--- src/rtl/refresh_sched_pkg.sv ---
`timescale 1ns/1ps
package refresh_sched_pkg;
    typedef enum logic [2:0] {
        ST_IDLE,
        ST_REQ,
        ST_RFC,
        ST_SR,
        ST_XS
    } rs_state_e;

    function automatic int ceil_div(input int num, input int den);
        return (num + den - 1) / den;
    endfunction
endpackage

--- src/rtl/refresh_sched_ivl.sv ---
`timescale 1ns/1ps
// Interval timer: pulses tick once every CYC running cycles, cleared while stopped.
module refresh_sched_ivl #(
    parameter int CYC = 1040
) (
    input  logic clk,
    input  logic rst_n,
    input  logic run,
    output logic tick
);
    localparam int W = $clog2(CYC + 1);
    logic [W-1:0] cnt;

    assign tick = run && (cnt == W'(CYC - 1));

    always_ff @(posedge clk) begin
        if (!rst_n)            cnt <= '0;
        else if (!run || tick) cnt <= '0;
        else                   cnt <= cnt + 1'b1;
    end
endmodule

--- src/rtl/refresh_sched_debt.sv ---
`timescale 1ns/1ps
// Owed-refresh counter, saturating at MAX.
module refresh_sched_debt #(
    parameter int MAX = 8,
    parameter int W   = 4
) (
    input  logic         clk,
    input  logic         rst_n,
    input  logic         inc,
    input  logic         dec,
    output logic [W-1:0] owed
);
    always_ff @(posedge clk) begin
        if (!rst_n) begin
            owed <= '0;
        end else begin
            unique case ({inc, dec})
                2'b10:   if (owed != W'(MAX)) owed <= owed + 1'b1;
                2'b01:   if (owed != '0)      owed <= owed - 1'b1;
                default: owed <= owed;
            endcase
        end
    end
endmodule

--- src/rtl/refresh_sched_span.sv ---
`timescale 1ns/1ps
// Phase cycle counter: zero while clr, otherwise counts up and saturates.
module refresh_sched_span #(
    parameter int W = 8
) (
    input  logic         clk,
    input  logic         rst_n,
    input  logic         clr,
    output logic [W-1:0] cnt
);
    always_ff @(posedge clk) begin
        if (!rst_n || clr)  cnt <= '0;
        else if (cnt != '1) cnt <= cnt + 1'b1;
    end
endmodule

--- src/rtl/refresh_sched.sv ---
`timescale 1ns/1ps
module refresh_sched
    import refresh_sched_pkg::*;
#(
    parameter int CLK_PS    = 7500,
    parameter int TREFI_PS  = 7800000,
    parameter int TRFC_PS   = 75000,
    parameter int TXSNR_PS  = 75000,
    parameter int TXSRD_CYC = 200,
    parameter int MAX_OWED  = 8
) (
    input  logic clk,
    input  logic rst_n,
    input  logic banks_idle,
    input  logic ref_gnt,
    input  logic sr_enter,
    input  logic sr_exit,
    output logic ref_req,
    output logic ref_urgent,
    output logic ref_fire,
    output logic ref_done,
    output logic cke,
    output logic hold_nonread,
    output logic hold_read
);
    localparam int IVL_CYC  = ceil_div(TREFI_PS, CLK_PS);
    localparam int RFC_CYC  = ceil_div(TRFC_PS, CLK_PS);
    localparam int XSNR_CYC = ceil_div(TXSNR_PS, CLK_PS);
    localparam int URG_AT   = MAX_OWED - 1;
    localparam int OW       = $clog2(MAX_OWED + 1);
    localparam int SPAN_MAX = (RFC_CYC > TXSRD_CYC) ? RFC_CYC : TXSRD_CYC;
    localparam int SW       = $clog2(SPAN_MAX + 1);

    rs_state_e state, state_nx;
    logic          ivl_tick;
    logic [OW-1:0] owed;
    logic [SW-1:0] rfc_cnt, xs_cnt;
    logic          rfc_last, xs_last;

    refresh_sched_ivl #(.CYC(IVL_CYC)) u_ivl (
        .clk(clk), .rst_n(rst_n), .run(state != ST_SR), .tick(ivl_tick)
    );

    refresh_sched_debt #(.MAX(MAX_OWED), .W(OW)) u_debt (
        .clk(clk), .rst_n(rst_n), .inc(ivl_tick), .dec(ref_fire), .owed(owed)
    );

    refresh_sched_span #(.W(SW)) u_rfc_span (
        .clk(clk), .rst_n(rst_n), .clr(state != ST_RFC), .cnt(rfc_cnt)
    );

    refresh_sched_span #(.W(SW)) u_xs_span (
        .clk(clk), .rst_n(rst_n), .clr(state != ST_XS), .cnt(xs_cnt)
    );

    assign rfc_last = (rfc_cnt == SW'(RFC_CYC - 1));
    assign xs_last  = (xs_cnt == SW'(TXSRD_CYC - 1));

    always_ff @(posedge clk) begin
        if (!rst_n) state <= ST_IDLE;
        else        state <= state_nx;
    end

    always_comb begin
        state_nx = state;
        unique case (state)
            ST_IDLE: begin
                if (owed != '0)                   state_nx = ST_REQ;
                else if (sr_enter && banks_idle)  state_nx = ST_SR;
            end
            ST_REQ:  if (ref_gnt && banks_idle)   state_nx = ST_RFC;
            ST_RFC:  if (rfc_last)                state_nx = ST_IDLE;
            ST_SR:   if (sr_exit)                 state_nx = ST_XS;
            ST_XS:   if (xs_last)                 state_nx = ST_IDLE;
            default:                              state_nx = ST_IDLE;
        endcase
    end

    always_comb begin
        ref_req      = 1'b0;
        ref_urgent   = 1'b0;
        ref_fire     = 1'b0;
        ref_done     = 1'b0;
        cke          = 1'b1;
        hold_nonread = 1'b0;
        hold_read    = 1'b0;
        unique case (state)
            ST_IDLE: ;
            ST_REQ: begin
                ref_req    = 1'b1;
                ref_urgent = (owed >= OW'(URG_AT));
                ref_fire   = ref_gnt && banks_idle;
            end
            ST_RFC: begin
                hold_nonread = 1'b1;
                ref_done     = rfc_last;
            end
            ST_SR: begin
                cke          = 1'b0;
                hold_nonread = 1'b1;
                hold_read    = 1'b1;
            end
            ST_XS: begin
                hold_nonread = (xs_cnt < SW'(XSNR_CYC));
                hold_read    = 1'b1;
            end
            default: ;
        endcase
    end
endmodule

--- config.mk ---
export PLATFORM = sky130hd
export DESIGN_NAME = refresh_sched
export DESIGN_NICKNAME = d
export VERILOG_FILES = /design/src/rtl/refresh_sched_pkg.sv /design/src/rtl/refresh_sched_ivl.sv /design/src/rtl/refresh_sched_debt.sv /design/src/rtl/refresh_sched_span.sv /design/src/rtl/refresh_sched.sv
export SDC_FILE = /design/constraint.sdc
export NUM_CORES = 1
export LEC_CHECK = 0
export ABC_AREA = 1
export BUFFER_PORTS_ARGS = -buffer_cell sky130_fd_sc_hd__buf_2
export CORE_UTILIZATION = 35
export CTS_CLUSTER_SIZE = 12
export DETAILED_ROUTE_END_ITERATION = 10
export PLACE_DENSITY_LB_ADDON = 0.05
export SYNTH_ARGS = -nofsm -noshare
export SYNTH_HDL_FRONTEND = slang
export SYNTH_SLANG_ARGS = --single-unit
--- constraint.sdc ---
create_clock -name clk -period 5.8 [get_ports clk]
set_input_delay 1.16 -clock clk [delete_from_list [all_inputs] [get_ports clk]]
set_output_delay 1.16 -clock clk [all_outputs]
set_load 0.02 [all_outputs]
# After elaboration in Yosys (flattened, before gate mapping)
# Cells that the tools add are included.
# classes
n_addsub,5
mul,0
n_div,0
n_lt_le_gt_ge,2
eq_ne,22
shifts,0
muxes,17
bitwise_logic,1
n_reduce_logical,16
# op_table
cell,n
$mux 3,6
$add 8x1->8 const B,2
$ne 8x8->1 const B,2
$pmux 3 s5,1
$add 11x1->11 const B,1
$eq 11x11->1 const B,1
$ne 2x2->1 const B,5
$eq 8x4->1 const B,1
$eq 8x8->1 const B,1
$lt 8x4->1 const B,1
$mux 4,2
$pmux 4 s2,1
$eq 3x2->1 const B,2
$mux 1,6
$ne 3x2->1 const B,2
$ne 3x3->1 const B,2
$reduce_or 2->1,3
$reduce_and 5->1,1
$add 4x1->4 const B,1
$ge 4x3->1 const B,1
$ne 4x4->1 const B,1
$reduce_bool 4->1,1
$sub 4x1->4 const B,1
$eq 3x1->1 const B,1
other kinds (12),17
# totals
ff_bits,34
latch_bits,0
ramBits,0
mem_bits_ro,0
inputBits,6
elab_cells,68
mem_count,0

# Logic depth before layout (Yosys ltp)
# Gate-level depths: netlist of the first run.
# depth
depth_word,5
depth_mapped,16
ltp_nobuf,16

# By module
# Synthesis of the first run repeated with hierarchy kept, for this count alone.
# hier_totals
hier_cells,338
area_unflattened_um2,2113.3
# by_module_without_submodules
mod,n_inst,cells_each,area_each_um2,seq_area_each_um2
refresh_sched_span,2,66,425.4,160.2
refresh_sched_ivl,1,79,569.3,220.2
refresh_sched,1,76,375.4,60.1
refresh_sched_debt,1,51,317.8,80.1

# Worst setup path before layout of the first run
# No wires, ideal clock.
# synth_timing
kind,input port to output port
startpoint,in banks_idle
endpoint,out ref_fire
arrival_ps,1515
required_ps,4640
setup_slack_ps,3125
cell_stages,4
n_path_buf,0
cell_sequence,nand2_1 inv_1 nand3_1 inv_1
# synth_between
elab_chain_cells,2
# synth_rtl
element,line_no,source
from (decl),refresh_sched.sv:14,"input logic banks_idle,"
$logic_and 1x1->1,refresh_sched.sv:92,ref_fire = ref_gnt && banks_idle;
$mux 1,refresh_sched.sv:87,unique case (state)
to (decl),refresh_sched.sv:20,"output logic ref_fire,"
# Every way passes these cells.

# Worst setup path in the final report of the first run
# Same ends and word-level chain as after synthesis.

==> impl_metrics.yaml, run 1 <==
place:
  place_congestion: 0.7646
  dp_slack_ns: 2.913
  dp_hpwl_microns: 2782
  placed_area_sq_um: 1958
  port_buffers: 12
timing:
  fin_ws_ns: 2.921
  hold_violations: 0
  slew_viol_final: 0
  fmax_mhz: 347.3
  fin_crit_ns: 2.879
  worst_clock_skew_ns: 0.01016
  period_share_pct: 49.64
  relSlewSlack_pct: 67.33
  rsz0062_at_grt: "false"
  worstMarginPinSlew_ns: 0.4886
  setup_viol: 0
  fin_setup_tns_ns: 0
yosys:
  synthesis.nets: 263
  synth_flop_cell: "dfxtp_1"
  yosysTopAreaCell: "dfxtp_1"
  ys_seq_elements: 34
  yosysWarningCount: 0
  ys_types: 35
  synth.most_common_cell: "inv_1"
  synthArstFlopShare_pct: 0
  netlist_area_sq_um: 1819
  synthCells: 250
  yosysSeqAreaShare_pct: 37.41
  synthDominantCellAreaShare_pct: 37.41
  syn_avg_cell_area_sq_um: 7.277
  synth_area_leaders: "dfxtp_1 37%, inv_1 8.0%, nand2_1 7.2%"
  synth_edf_count: 0
  synth_common_cells: "39 x inv_1, 35 x nand2_1, 34 x dfxtp_1"
power:
  pwr-share-seq_pct: 47.7
  p_leak_uw: 0.0008434
  netSwitchingPower_uw: 175.6
  swShare_pct: 32.39
  clockPowerShare_pct: 30.6
  powerDensity_nw_per_um2: 266.2
  peakVddDrop_v: 0.0001325
  p_int_uw: 366.6
  combPwrFrac_pct: 21.7
cells_and_area:
  layout-drive-gt1-share_pct: 14.18
  final_core_util_pct: 42.01
  area_growth_pct: 11.97
  fin_area_sq_um: 2037
  diodes: 0
  final_nets: 281
clocking:
  clock-sinks: 34
  cts_buffer_depth: 2
  cts_buffers: 5
  cts_tree: "built"
  cts_setup_buffers: 0
  cts_root_buffer: "clkbuf_8"
  hold_buffers: 0
  cts_resized: 0
  clk_latency_ns: 0.28
  htreeDepth: 2
  clk_pin_slew_ns: 0.06
setup_path:
  cp.required_ns: 4.64
  arrival_ns: 1.72
  worst-path-buf-inv: 4
  reg2reg_depth: 15
  endpoint_kind: "output pin"
  worst_r2r_endpoint: "u_debt.owed[3]"
  crit_chain: "buf_2, nand2_1, inv_1, nand3_1, inv_1, buf_2"
  r2r_slack_ns: 3.63
  cp.depth: 6
  critPathSlowestCell: "buf_2"
  critPathMaxStageDelay_ns: 0.17
  start_kind: "primary input"
  timing.rr.start: "u_ivl.cnt[0]"
  cpLargestDelayFamily: "buffers and inverters"
  critPathLaunch: "banks_idle"
  critical_path_class: "primary input to output pin"
  crit_path_max_fanout: 4
die:
  die_y_microns: 74.10
  core_area_sq_um: 4848
  die_x_microns: 74.10
  start_util_pct: 37.52
  rows: 25
  io_pins: 13
  die_area_sq_um: 5490
run_status:
  outcome: "complete, no violations"
hold_path:
  worstHoldPathType: "flip-flop to flip-flop"
  min_to: "u_ivl.cnt[0]"
  hold_path_startpoint: "u_ivl.cnt[0]"
  hold_depth: 1
grt:
  antenna_found_initial: 0
  grt_pass1_vias: 1403
  grt_max_degree: 12
  track_usage_pct: 14.95
  overflow: 0
  grt_first_pass_wirelength_microns: 6196
job:
  drv_cap: 0
route:
  drcViolationCount: 0
  wl_met3_microns: 151
  route.met2.wl_microns: 1644
  highest_layer: "met4"
  drtPass1Iterations: 5
  wl_per_cell_microns: 10.92
  wl_met1_microns: 1828
  drtAntennaViolNets: 0
  wl_microns: 3657
  via_per_inst: 4.669
  drt_iter0_markers: 46
  vias: 1564
placed cells by master, fill, tap and decap left out, types with 3 or more instances in the layout:
master / count
a21oi_1: 16
a31oi_1: 3
buf_2: 12
clkbuf_8: 5
dfxtp_1: 34
ha_1: 6
inv_1: 39
nand2_1: 35
nand2_2: 4
nand3_1: 21
nand4_1: 6
nor2_1: 32
nor3_1: 8
nor3b_1: 4
o21ai_0: 10
xnor2_1: 4
power by group through the flow:
stage               clock (uW)  sequential [uW]  combinational (uW)
floorplan                    0              262                89.8
global placement             0              265                 121
detailed placement           0              265                 119
CTS                        175              259                 120
global route               184              261                 136
finish                     166              259                 118
cell families (layout without fill, tap and decap cells):
| logic type | after synthesis | after routing | synth area share, % |
|---|---|---|---|
| buffers and inverters | 42 | 60 | 8.734 |
| adder cells (fa/ha/maj) | 7 | 7 | 5.227 |
| flip-flops | 34 | 34 | 37.41 |
| AO/OA/AOI/OAI | 36 | 36 | 11.14 |
| XOR/XNOR | 6 | 6 | 2.889 |
| AND/OR/NAND/NOR | 125 | 125 | 34.59 |
metrics by stage:
stage	std cells	hold slack, ns	total power, uW
after floorplan	250	0.4175	351.6
after global placement	328	0.4307	386.1
after detailed placement	328	0.4521	384.2
after CTS	335	0.4674	554.0
after global routing	335	0.4823	580.5
final	335	0.4600	542.3
metal layers:
layer  up-vias  global-route usage, %
li1        858                      -
met1       683                  19.06
met2        21                  24.14
met3         2                  4.336
met4         0                  5.128
met5         -                      0
layout make-up:
| cell class | instances | area, sq um |
|---|---|---|
| clock buffer | 5 | 68.82 |
| clock inverter | 2 | 10.01 |
| fill | 524 | 2811 |
| inverter | 41 | 153.9 |
| multi-input combinational | 174 | 979.7 |
| sequential | 34 | 680.7 |
| tap | 67 | 83.83 |
| timing repair buffer | 12 | 60.06 |
worst register-to-register path: cells and delay by family, from the launching register on:
family          cells  cell delay (ns)
compound gates      1             0.17
fa+ha+maj           2             0.51
buf+inv             1             0.08
flops               1             0.36
simple gates       11             1.00
sequential cells by signal, indices dropped and copies added, names as in the netlist:
| register | cells |
|---|---|
| u_xs_span.cnt | 8 |
| u_rfc_span.cnt | 8 |
| u_ivl.cnt | 11 |
| state | 3 |
| u_debt.owed | 4 |
how the worst max path moves through the flow:
stage	end
finish	ref_fire
global route	ref_fire
floorplan	ref_fire
CTS	ref_fire
global placement	ref_fire
detailed placement	ref_fire
No activity file was read; power rests on OpenSTA's default activity.
==> run 2: changes to the inputs <==
Settings changed: ABC_AREA 1 to 0.
Clock period 5.8 ns to 2.65 ns, I/O delays scaled along.
==> impl_metrics.yaml, run 2 <==
run_status:
  outcome: "complete, no violations"
clocking:
  cts_resized: 0
  htreeDepth: 2
  hold_buffers: 0
  cts_setup_buffers: 0
  cts_tree: "built"
  cts_buffers: 5
  clk_latency_ns: 0.28
  clk_pin_slew_ns: 0.07
  cts_root_buffer: "clkbuf_8"
  clock-sinks: 34
  cts_buffer_depth: 2
route:
  drcViolationCount: 0
  via_per_inst: 5.084
  drtAntennaViolNets: 0
  drtPass1Iterations: 4
  wl_microns: 3543
  wl_per_cell_microns: 11.93
  drt_iter0_markers: 74
  vias: 1510
place:
  place_congestion: 0.7823
  port_buffers: 12
  placed_area_sq_um: 1932
  dp_hpwl_microns: 2726
  dp_cells: 289
setup_path:
  endpoint: "u_debt.owed[3]"
  timing.rr.start: "u_ivl.cnt[5]"
  worst-path-buf-inv: 1
  endpoint_kind: "flip-flop"
  cp.depth: 9
  critPathMaxStageDelay_ns: 0.56
  critPathLaunch: "u_ivl.cnt[5]"
  reg2reg_depth: 9
  cpLargestDelayFamily: "simple AND/OR/NAND/NOR gates"
  r2r_slack_ns: 0.32
  crit_chain: "or4b_4, nor3_4, nand2b_2, inv_1, ha_1, a21o_1, a21oi_1, nand4b_1, nand4_1"
  critPathSlowestCell: "or4b_4"
  crit_path_max_fanout: 5
  worst_r2r_endpoint: "u_debt.owed[3]"
  start_kind: "flip-flop"
  arrival_ns: 2.50
  cp.required_ns: 2.81
  critical_path_class: "flip-flop to flip-flop"
timing:
  hold_violations: 0
  relSlewSlack_pct: 65.74
  setup_viol: 0
  rsz0062_at_grt: "false"
  worstMarginPinSlew_ns: 0.5072
  fin_crit_ns: 2.332
  fin_setup_tns_ns: 0
  period_share_pct: 88.00
  slew_viol_final: 0
  worst_clock_skew_ns: 0.009049
  fmax_mhz: 428.8
grt:
  grt_max_degree: 17
  antenna_found_initial: 0
  overflow: 0
  track_usage_pct: 14.21
  grt_first_pass_wirelength_microns: 6009
  grt_pass1_vias: 1408
yosys:
  ys_seq_elements: 34
  synth_flop_cell: "dfxtp_1"
  yosysTopAreaCell: "dfxtp_1"
  synth.most_common_cell: "dfxtp_1"
  synthCells: 215
  synth_area_leaders: "dfxtp_1 37%, nor2_1 5.6%, nand2_1 4.8%"
  netlist_area_sq_um: 1815
  synth_edf_count: 0
  syn_avg_cell_area_sq_um: 8.444
  synthDominantCellAreaShare_pct: 37.49
  synthesis.nets: 228
  synth_common_cells: "34 x dfxtp_1, 27 x nor2_1, 23 x nand2_1"
  synthArstFlopShare_pct: 0
  yosysWarningCount: 0
  ys_types: 46
  yosysSeqAreaShare_pct: 37.49
power:
  finalPower_uw: 1192
  peakVddDrop_v: 0.0002933
  clockPowerShare_pct: 32.5
  p_leak_uw: 0.0007841
  pwr-share-seq_pct: 48.6
  swShare_pct: 29.74
  combPwrFrac_pct: 19.0
  powerDensity_nw_per_um2: 589.2
  netSwitchingPower_uw: 354.5
  p_int_uw: 837.5
hold_path:
  worstHoldPathType: "flip-flop to flip-flop"
cells_and_area:
  finalNonFillerCells: 297
  diodes: 0
  fin_area_sq_um: 2023
  fillers: 480
  final_cell_mix: "34 x dfxtp_1, 27 x nor2_1, 23 x nand2_1, 13 x inv_1, 12 x buf_2"
  mostFrequentLayoutCell: "dfxtp_1"
  largest_reg_flops: 11
  largest_registers: "u_ivl.cnt x11, u_rfc_span.cnt x8, u_xs_span.cnt x8"
  largest_register: "u_ivl.cnt"
  final_core_util_pct: 41.73
  final_nets: 242
  layout-drive-gt1-share_pct: 11.30
  area_growth_pct: 11.44
die:
  start_util_pct: 37.45
  die_area_sq_um: 5479
  die_y_microns: 74.02
  die_x_microns: 74.02
  core_area_sq_um: 4848
  rows: 25
  io_pins: 13
job:
  drv_cap: 0
==> run 2: cell count changes in the layout (fill, tap and decap cells not counted), sizes merged, moves of 4 or more <==
cell | previous run | this run
mux2i | 0 | 8
inv | 41 | 13
nand2 | 39 | 23
o21ai | 10 | 5
o2111ai | 0 | 4
a21oi | 17 | 3
xor2 | 2 | 7
nor2 | 36 | 27
nand3 | 23 | 9
==> run 2: final cells by class <==
cell class	instances	area [sq um]	area share, %
Multi-Input combinational cell	162	1051	51.95
Sequential cell	34	680.7	33.64
Clock buffer	7	86.33	4.267
Tap cell	67	83.83	4.143
Timing Repair Buffer	13	67.56	3.340
Inverter	13	48.80	2.412
Clock inverter	1	5.005	0.2474
==> run 2: logic make-up after synthesis <==
| group | synth area share (%) |
|---|---|
| xor gates and xnor gates | 6.754 |
| buffers and inverters | 4.617 |
| adders and majority gates | 5.238 |
| DFF | 37.49 |
| muxes | 4.617 |
| and+or+nand+nor | 30.60 |
| AOI/OAI and AO/OA | 10.68 |
==> run 2: worst min-delay path by stage <==
stage,startpoint,endpoint,depth (start not counted)
finish,u_ivl.cnt[0],u_ivl.cnt[0],1
global route,u_ivl.cnt[0],u_ivl.cnt[0],1
CTS,u_ivl.cnt[0],u_ivl.cnt[0],1
detailed placement,u_ivl.cnt[0],u_ivl.cnt[0],1
global placement,u_ivl.cnt[0],u_ivl.cnt[0],1
floorplan,u_ivl.cnt[0],u_ivl.cnt[0],1
==> run 2: per-stage QoR <==
step	setup slack, ns	hold slack, ns
after global placement	0.3603	0.4395
after CTS	0.2985	0.4765
after floorplan	0.2110	0.4261
after global routing	0.1624	0.4894
after detailed placement	0.3068	0.4614
final	0.3181	0.4652
==> run 2: per-layer routing <==
layer  track usage, %  part of all wire, %
met1            17.63                   50
met2            23.23                   46
met3            3.523                  3.6
met4            6.410                  1.1
met5                0                    0
==> run 2: power by group through the flow <==
stage | clock (uW) | sequential, uW | combinational [uW]
global route | 433 | 585 | 253
CTS | 408 | 579 | 230
finish | 387 | 579 | 226
global placement | 0 | 588 | 225
detailed placement | 0 | 591 | 230
floorplan | 0 | 562 | 204
==> run 3: changes to the inputs <==
Settings changed: CTS_BUF_LIST set to sky130_fd_sc_hd__clkbuf_4, PLACE_DENSITY set to 0.58, PLACE_DENSITY_LB_ADDON 0.05 to unset.
==> impl_metrics.yaml, run 3 (synthesis results as in run 2) <==
die:
  die_area_sq_um: 5479
  rows: 25
  start_util_pct: 37.45
  io_pins: 13
  die_x_microns: 74.02
  core_area_sq_um: 4848
  die_y_microns: 74.02
power:
  pwr-share-seq_pct: 51.1
  p_int_uw: 750.6
  p_leak_uw: 0.0007767
  swShare_pct: 32.41
  combPwrFrac_pct: 22.6
  peakVddDrop_v: 0.0003465
  netSwitchingPower_uw: 359.9
  powerDensity_nw_per_um2: 555.8
  clockPowerShare_pct: 26.3
route:
  vias: 1535
  drtAntennaViolNets: 0
  drcViolationCount: 0
  wl_microns: 3493
  drt_iter0_markers: 64
  via_per_inst: 5.151
  drtPass1Iterations: 4
  wl_per_cell_microns: 11.72
cells_and_area:
  largest_registers: "u_ivl.cnt x11, u_rfc_span.cnt x8, u_xs_span.cnt x8"
  layout-drive-gt1-share_pct: 12.12
  area_growth_pct: 10.06
  multiInputGateArea_sq_um: 1051
  fin_area_sq_um: 1998
  diodes: 0
  mostFrequentLayoutCell: "dfxtp_1"
  fillers: 508
  seqCellArea_sq_um: 680.7
  final_nets: 243
  final_cell_mix: "34 x dfxtp_1, 27 x nor2_1, 23 x nand2_1, 13 x inv_1, 12 x buf_2"
  largest_reg_flops: 11
  finalNonFillerCells: 298
  largest_register: "u_ivl.cnt"
job:
  drv_cap: 0
timing:
  worstMarginPinSlew_ns: 0.5336
  worst_clock_skew_ns: 0.01330
  period_share_pct: 90.36
  setup_viol: 0
  hold_violations: 0
  fmax_mhz: 417.6
  relSlewSlack_pct: 64.10
  fin_crit_ns: 2.395
  fin_setup_tns_ns: 0
  slew_viol_final: 0
  rsz0062_at_grt: "false"
grt:
  grtUsageMet2_pct: 20.61
  grt_max_degree: 17
  overflow: 0
  met3_usage_pct: 3.523
  track_usage_pct: 14.33
  busiest_layer: "met2"
  met1_usage_pct: 20.40
  grt_first_pass_wirelength_microns: 6072
  grt_pass1_vias: 1387
  antenna_found_initial: 0
setup_path:
  cp.required_ns: 2.87
  critical_path_class: "flip-flop to flip-flop"
  start_kind: "flip-flop"
  critPathSlowestCell: "or4b_4"
  arrival_ns: 2.62
  r2r_slack_ns: 0.26
  crit_path_max_fanout: 5
  crit_chain: "or4b_4, nor3_4, nand2b_2, inv_1, ha_1, a21o_1, a21oi_1, nand4b_1, nand4_1"
  critPathMaxStageDelay_ns: 0.56
  endpoint_kind: "flip-flop"
place:
  dp_cells: 290
  port_buffers: 12
  placed_area_sq_um: 1939
  dp_hpwl_microns: 2520
  place_congestion: 0.7619
clocking:
  cts_setup_buffers: 0
  cts_root_buffer: "clkbuf_4"
  cts_resized: 0
  cts_buffers: 5
  htreeDepth: 2
  clk_pin_slew_ns: 0.11
  cts_buffer_depth: 2
  clk_latency_ns: 0.33
  cts_tree: "built"
  clock-sinks: 34
  hold_buffers: 0
hold_path:
  worstHoldPathType: "primary input to flip-flop"
run_status:
  outcome: "complete, no violations"
[run 3: path summary, 6_finish.rpt]
path                                    from        endpoint  depth (start not counted)
worst min-delay path                 sr_exit        state[2]                          3
worst min register to register  u_ivl.cnt[0]    u_ivl.cnt[0]                          1
worst max-delay path            u_ivl.cnt[5]  u_debt.owed[3]                          9
worst max register to register  u_ivl.cnt[5]  u_debt.owed[3]                          9
[run 3: per-layer routing]
layer  wire length [microns]  vias up
met3                     113        5
met5                       0        -
met2                    1465       25
li1                        -      797
met4                      44        0
met1                    1869      708
[run 3: through the flow]
stage                     worst slack (ns)  util [%]  hold slack [ns]  total power [uW]
after floorplan                     0.2110         -           0.4261             765.9
after global placement              0.3347     40.00           0.4422             829.2
after detailed placement            0.2506     40.00           0.4767             830.6
after CTS                           0.2273     41.21           0.4745              1130
after global routing               0.07270     41.21           0.4864              1183
final                               0.2554     41.21           0.4867              1111
[run 3: final cells by class]
type | instances | share of cell area [%]
clock buffers | 6 | 2.254
clock inverters | 2 | 0.6888
flip-flops and latches | 34 | 34.06
well taps | 67 | 4.195
inverters | 13 | 2.442
repair buffers | 14 | 3.757
multi-input cells | 162 | 52.60
[run 3: power groups by stage]
stage / Clock, uW / Sequential (uW) / Combinational [uW]
after floorplan: 0 / 562 / 204
after global placement: 0 / 579 / 250
after detailed placement: 0 / 579 / 251
after CTS: 311 / 567 / 253
after global routing: 330 / 573 / 280
final: 292 / 568 / 251
[run 3: worst max-delay path: cells and delay by family (launching register included)]
kind                     cells  cell delay [ns]
AO/OA/AOI/OAI                2             0.45
adder cells (fa/ha/maj)      1             0.26
buffers and inverters        1             0.06
flip-flops                   1             0.37
AND/OR/NAND/NOR              5             1.14
